`config.mk`:
```
export PLATFORM = sky130hd
export DESIGN_NAME = dram_refresh_sched
export DESIGN_NICKNAME = d
export VERILOG_FILES = /design/src/rtl/rfs_pkg.sv /design/src/rtl/rfs_timer.sv /design/src/rtl/rfs_row_ctr.sv /design/src/rtl/rfs_arbiter.sv /design/src/rtl/dram_refresh_sched.sv
export SDC_FILE = /design/constraint.sdc
export NUM_CORES = 1
export LEC_CHECK = 0
export BUFFER_PORTS_ARGS = -buffer_cell sky130_fd_sc_hd__buf_2
export CORE_AREA = 2 2 66 68
export CTS_CLUSTER_SIZE = 30
export DETAILED_ROUTE_END_ITERATION = 8
export DIE_AREA = 0 0 68 70
export SKIP_CTS_REPAIR_TIMING = 1
export SLEW_MARGIN = 20
export SYNTH_ARGS = -nofsm -noshare
export SYNTH_HDL_FRONTEND = slang
export SYNTH_SLANG_ARGS = --single-unit
```
`constraint.sdc`:
```
create_clock -name clk_i -period 2.6 [get_ports clk_i]
set_input_delay 0.26 -clock clk_i [delete_from_list [all_inputs] [get_ports clk_i]]
set_output_delay 0.26 -clock clk_i [all_outputs]
set_load 0.03 [all_outputs]
```
`src/rtl/rfs_pkg.sv`:
```
package rfs_pkg;

   typedef enum logic [1:0] {
      POL_CENT  = 2'd0,
      POL_DIST  = 2'd1,
      POL_ASYNC = 2'd2
   } policy_e;

   typedef enum logic [1:0] {
      ST_IDLE = 2'd0,
      ST_ACC  = 2'd1,
      ST_REF  = 2'd2
   } phase_e;

   // codes 2 and 3 both select the spread policy
   function automatic policy_e decode_policy(input logic [1:0] code);
      case (code)
         2'd0:    return POL_CENT;
         2'd1:    return POL_DIST;
         default: return POL_ASYNC;
      endcase
   endfunction

endpackage

```
`src/rtl/rfs_timer.sv`:
```
module rfs_timer #(
   parameter int PERIOD_CLKS = 200,
   parameter int SLOT_CLKS   = 25
) (
   input  logic clk_i,
   input  logic rst_ni,
   output logic period_start_o,
   output logic slot_start_o
);
   localparam int PCW = (PERIOD_CLKS > 2) ? $clog2(PERIOD_CLKS) : 1;
   localparam int SCW = (SLOT_CLKS > 2) ? $clog2(SLOT_CLKS) : 1;

   logic [PCW-1:0] per_q;
   logic [SCW-1:0] slot_q;

   always_ff @(posedge clk_i) begin
      if (!rst_ni) begin
         per_q <= '0;
      end else if (per_q == PCW'(PERIOD_CLKS - 1)) begin
         per_q <= '0;
      end else begin
         per_q <= per_q + 1'b1;
      end
   end

   always_ff @(posedge clk_i) begin
      if (!rst_ni) begin
         slot_q <= '0;
      end else if (slot_q == SCW'(SLOT_CLKS - 1)) begin
         slot_q <= '0;
      end else begin
         slot_q <= slot_q + 1'b1;
      end
   end

   assign period_start_o = (per_q == '0);
   assign slot_start_o   = (slot_q == '0);

endmodule

```
`src/rtl/rfs_row_ctr.sv`:
```
module rfs_row_ctr #(
   parameter int ROWS = 8,
   localparam int RW = $clog2(ROWS)
) (
   input  logic          clk_i,
   input  logic          rst_ni,
   input  logic          inc_i,
   output logic [RW-1:0] row_o,
   output logic          wrap_o
);
   logic [RW-1:0] row_q, row_nxt;
   logic          at_last;

   assign at_last = (row_q == RW'(ROWS - 1));

   generate
      if ((1 << RW) == ROWS) begin : g_pow2
         assign row_nxt = row_q + 1'b1;
      end else begin : g_mod
         assign row_nxt = at_last ? '0 : row_q + 1'b1;
      end
   endgenerate

   always_ff @(posedge clk_i) begin
      if (!rst_ni) begin
         row_q <= '0;
      end else if (inc_i) begin
         row_q <= row_nxt;
      end
   end

   assign row_o  = row_q;
   assign wrap_o = inc_i && at_last;

endmodule

```
`src/rtl/rfs_arbiter.sv`:
```
module rfs_arbiter
   import rfs_pkg::*;
#(
   parameter int ROWS       = 8,
   parameter int ACC_CYCLES = 3
) (
   input  logic    clk_i,
   input  logic    rst_ni,
   input  policy_e policy_i,
   input  logic    req_i,
   input  logic    load_i,
   input  logic    due_i,
   output logic    ref_o,
   output logic    gnt_o,
   output logic    busy_o
);
   localparam int PW = $clog2(ROWS + 2);
   localparam int CW = (ACC_CYCLES > 2) ? $clog2(ACC_CYCLES) : 1;

   phase_e         st_q, st_d;
   logic [CW-1:0]  cnt_q, cnt_d;
   logic           cpu_q, cpu_d;
   logic [PW-1:0]  pend_q, pend_d;
   logic           interleave, owed, acc_last;

   assign interleave = (policy_i == POL_DIST);
   assign owed       = (pend_q != '0);
   assign acc_last   = (cnt_q == CW'(ACC_CYCLES - 1));

   // owed refresh count: a period load overrides, a slot adds one
   always_comb begin
      pend_d = pend_q;
      if (st_q == ST_REF && owed) begin
         pend_d = pend_q - 1'b1;
      end
      if (load_i) begin
         pend_d = PW'(ROWS);
      end else if (due_i) begin
         pend_d = pend_d + 1'b1;
      end
   end

   always_comb begin
      st_d  = st_q;
      cnt_d = cnt_q;
      cpu_d = cpu_q;
      case (st_q)
         ST_IDLE: begin
            cnt_d = '0;
            if (interleave) begin
               st_d  = ST_ACC;
               cpu_d = req_i;
            end else if (owed) begin
               st_d  = ST_REF;
               cpu_d = 1'b0;
            end else if (req_i) begin
               st_d  = ST_ACC;
               cpu_d = 1'b1;
            end
         end
         ST_ACC: begin
            if (!acc_last) begin
               cnt_d = cnt_q + 1'b1;
            end else begin
               cnt_d = '0;
               cpu_d = 1'b0;
               if (interleave || owed) begin
                  st_d = ST_REF;
               end else begin
                  st_d = ST_IDLE;
               end
            end
         end
         ST_REF: begin
            cnt_d = '0;
            if (interleave) begin
               st_d  = ST_ACC;
               cpu_d = req_i;
            end else if (pend_q > PW'(1)) begin
               st_d = ST_REF;
            end else begin
               st_d = ST_IDLE;
            end
         end
         default: begin
            st_d  = ST_IDLE;
            cpu_d = 1'b0;
         end
      endcase
   end

   always_ff @(posedge clk_i) begin
      if (!rst_ni) begin
         st_q   <= ST_IDLE;
         cnt_q  <= '0;
         cpu_q  <= 1'b0;
         pend_q <= '0;
      end else begin
         st_q   <= st_d;
         cnt_q  <= cnt_d;
         cpu_q  <= cpu_d;
         pend_q <= pend_d;
      end
   end

   assign ref_o  = (st_q == ST_REF);
   assign gnt_o  = (st_q == ST_ACC) && cpu_q;
   assign busy_o = (st_q == ST_REF) && !interleave;

endmodule

```
`src/rtl/dram_refresh_sched.sv`:
```
module dram_refresh_sched
   import rfs_pkg::*;
#(
   parameter int ROWS       = 8,
   parameter int CLK_KHZ    = 100,
   parameter int PERIOD_US  = 2000,
   parameter int ACC_CYCLES = 3,
   localparam int RW = $clog2(ROWS)
) (
   input  logic          clk_i,
   input  logic          rst_ni,
   input  logic [1:0]    mode_i,
   input  logic          cpu_req_i,
   output logic          cpu_gnt_o,
   output logic          busy_o,
   output logic          ref_stb_o,
   output logic [RW-1:0] ref_row_o,
   output logic          period_done_o
);
   localparam int PERIOD_CLKS = (CLK_KHZ * PERIOD_US) / 1000;
   localparam int SLOT_CLKS   = PERIOD_CLKS / ROWS;

   // elaboration-time parameter checks
   generate
      if (ROWS < 2) begin : g_chk_rows
         $error("ROWS must be at least 2");
      end
      if (ACC_CYCLES < 2) begin : g_chk_acc
         $error("ACC_CYCLES must be at least 2");
      end
      if (PERIOD_CLKS % ROWS != 0) begin : g_chk_div
         $error("period in clocks must be a multiple of ROWS");
      end
      if (SLOT_CLKS <= ACC_CYCLES + 2) begin : g_chk_slot
         $error("slot spacing too short for one access plus one refresh");
      end
   endgenerate

   logic    per_start, slot_start;
   policy_e mode_act, mode_eff, mode_new;
   logic    load_burst, slot_due;
   logic    ref_w, row_wrap;

   rfs_timer #(
      .PERIOD_CLKS (PERIOD_CLKS),
      .SLOT_CLKS   (SLOT_CLKS)
   ) u_timer (
      .clk_i          (clk_i),
      .rst_ni         (rst_ni),
      .period_start_o (per_start),
      .slot_start_o   (slot_start)
   );

   assign mode_new = decode_policy(mode_i);
   assign mode_eff = per_start ? mode_new : mode_act;

   // policy held for the whole period
   always_ff @(posedge clk_i) begin
      if (!rst_ni) begin
         mode_act <= POL_CENT;
      end else if (per_start) begin
         mode_act <= mode_new;
      end
   end

   assign load_burst = per_start && (mode_new == POL_CENT);
   assign slot_due   = slot_start && (mode_eff == POL_ASYNC);

   rfs_arbiter #(
      .ROWS       (ROWS),
      .ACC_CYCLES (ACC_CYCLES)
   ) u_arb (
      .clk_i    (clk_i),
      .rst_ni   (rst_ni),
      .policy_i (mode_act),
      .req_i    (cpu_req_i),
      .load_i   (load_burst),
      .due_i    (slot_due),
      .ref_o    (ref_w),
      .gnt_o    (cpu_gnt_o),
      .busy_o   (busy_o)
   );

   rfs_row_ctr #(
      .ROWS (ROWS)
   ) u_rows (
      .clk_i  (clk_i),
      .rst_ni (rst_ni),
      .inc_i  (ref_w),
      .row_o  (ref_row_o),
      .wrap_o (row_wrap)
   );

   assign ref_stb_o     = ref_w;
   assign period_done_o = row_wrap;

endmodule

```
==> results.md <==
- Status: complete, no violations
- Netlist cell types: 41
- Count of state elements after synthesis: 27
- Asr flop ratio synth: 0%
- Vias per std cell: 4.78
- Fmax: 428 MHz
- Total CTS buffers: 3
- Synth top area share: 37.5%
- Top_reg_cell synth: dfxtp_1
- GRT Util Overall: 11.3%
- RSZ-0062 raised after global routing: false
- Post-Synthesis Cells: 172
- Final Hold Vio Count: 0
- Congestion Overflow GR: 0
- Die Height: 70 um
- Nets@finish: 198
- Arr. time, crit path: 2.55 ns
- Largest fanout on the critical path: 6
- Critical path required time: 2.81 ns
- Initial Utilization: 34.8%
- Final wirelength: 2490 um
- Hpwl dp: 1900 um
- Post-synth EDFFs: 0
- Least-Margin Pin Slew: 0.912 ns
- Setup_tns: 0 ns
- Worst Hold Class: input pin to flop
- Top-count cell post-synth: dfxtp_1
- Relative slew slack: 38.4%
- Crit path capture type: flop
- # rows: 24
- Area growth syn-to-layout: 8.77%
- Synth Warn #: 0
- Share of the yosys chip area belonging to registers: 37.5%
- Pin count of the biggest net entering global routing: 15
- Initial antenna violation count: 0
- Die Width: 68 um
- IO buf count: 11
- TritonCTS Sinks: 27
- Antenna cells: 0
- Htree depth: 1
- Top cells by area, synth: dfxtp_1 38%, ha_1 8.7%, nor2_1 6.8%
- Worst Setup Start Kind: flop
- Worst hold slack: 0.288 ns
- Post-synth net total: 187
- Clock Tree Buf Depth: 2
- Final Critical Period: 2.34 ns
- Final core utilization: 37.8%
- CTS clk-pin slew, worst paths: 0.09 ns
- Final setup violation count: 0
- Vias in the first global route: 1,016
- Root buffer cell: clkbuf_8
- Syn avg cell area: 8.37 um2
- Drc violations: 0
- Vias: 1,119
- Critical path class: flop to flop
- Number of antenna-violating nets in the routed design: 0
- Placeable Area: 4140 um2
- Max Slew Vio Count: 0
- Post-synth top area cell: dfxtp_1
- Most frequent cells after synthesis: 27 x dfxtp_1, 26 x nor2_1, 15 x nand2_1
- Syn Std Cell Area: 1440 um2
- Routed len/inst: 10.7 um
- Static Leak: 0.676 nW
- Final period util: 89.9%
- Clk_skew: 0.00509 ns
- Top-level I/O count: 12
- DIE AREA: 4760 um2
- Share of layout cells above drive strength 1: 10.4%
- Latest clock arrival within the worst-skew pair: 0.27 ns
- First-pass GRT wire length: 4170 um
- Initial DRC Count: 33
- Max cap viols: 0
- CTS tree: done
- Routability Congestion: 0.780
- Pwr/cell area: 641 nW/um2
- VDD IR-drop max: 0.000248 V
- Drt pass-1 iters: 4
-- worst max-delay path: stages, from the launching register on --
cell,delay (ns)
dfxtp_1,0.36
inv_1,0.13
ha_1,0.17
nor3b_1,0.50
nor2_1,0.14
o21ai_0,0.27
ha_1,0.19
inv_1,0.04
or3_1,0.36
a21oi_1,0.14
-- power by group --
| group | internal (mW) | total [mW] | switching [mW] |
|---|---|---|---|
| sequential | 0.451 | 0.493 | 0.0419 |
| combinational | 0.117 | 0.274 | 0.157 |
| clock | 0.110 | 0.237 | 0.127 |
-- metrics by stage --
step | cells | instance area [um2] | setup WS [ns] | power [mW]
final | 234 | 1570 | 0.262 | 1.00
after global routing | 234 | 1570 | 0.0351 | 1.07
after CTS | 234 | 1570 | 0.296 | 1.02
after detailed placement | 230 | 1520 | 0.327 | 0.776
after global placement | 230 | 1520 | 0.370 | 0.776
after floorplan | 172 | 1440 | 0.536 | 0.737
-- layout make-up --
type                       count  area (um2)
multi-input combinational    127         812
fill                         460        2580
sequential                    27         541
tap                           52        65.1
timing repair buffer          11        55.1
clock buffer                   4        45.0
inverter                      13        48.8
-- cells in the final DEF (no fill, tap or decap), types with 2 or more instances in the layout --
master    synthesis  layout
and3_1            3       3
ha_1             10      10
clkinv_1          2       2
nor3_1            2       2
clkbuf_8          0       3
buf_2             0      11
xnor2_1           6       6
nand2_1          15      15
inv_1            11      11
o21ai_0           4       4
xor2_1            8       8
mux2i_1           2       2
dfxtp_1          27      27
nand3_1          11      11
a21oi_1          11      11
nor3b_1           2       2
nor2_1           26      26
or3_1             2       2
a21o_1            2       2
nand4_1           3       3
nand2b_1          2       2
-- path summary, 6_finish.rpt --
check	from	endpoint	slack, ns	cells past startpoint
worst min-delay path	mode_i[1]	mode_act[1]	0.29	3
worst max-delay path	u_arb.pend_q[0]	u_arb.pend_q[2]	0.26	9
worst min register to register	u_timer.per_q[0]	u_timer.per_q[0]	0.46	1
worst max register to register	u_arb.pend_q[0]	u_arb.pend_q[2]	0.26	9
-- cells by family after synthesis --
kind of cell,Yosys count,share of synthesized area (%)
buffers and inverters,18,6.08
multiplexers,2,1.39
flip-flops,27,37.5
XOR/XNOR,14,8.51
adder cells (fa/ha/maj),10,8.69
AO/OA/AOI/OAI,26,11.5
AND/OR/NAND/NOR,75,26.3
-- state kept, by name, summed over array words and instances, names as in the netlist --
signal,count
u_timer.per_q,8
u_arb.st_q,2
u_arb.pend_q,4
u_arb.cpu_q,1
u_rows.row_o,3
u_arb.cnt_q,2
u_timer.slot_q,5
mode_act,2
-- metal layers --
metal / vias to the layer above / share of wire, % / track usage [%]
li1: 603 / - / -
met1: 501 / 52 / 15.3
met2: 11 / 45 / 17.4
met3: 4 / 2.0 / 2.58
met4: 0 / 1.4 / 4.00
met5: - / 0 / 0
Note: power is estimated with default switching activity, not from simulation.
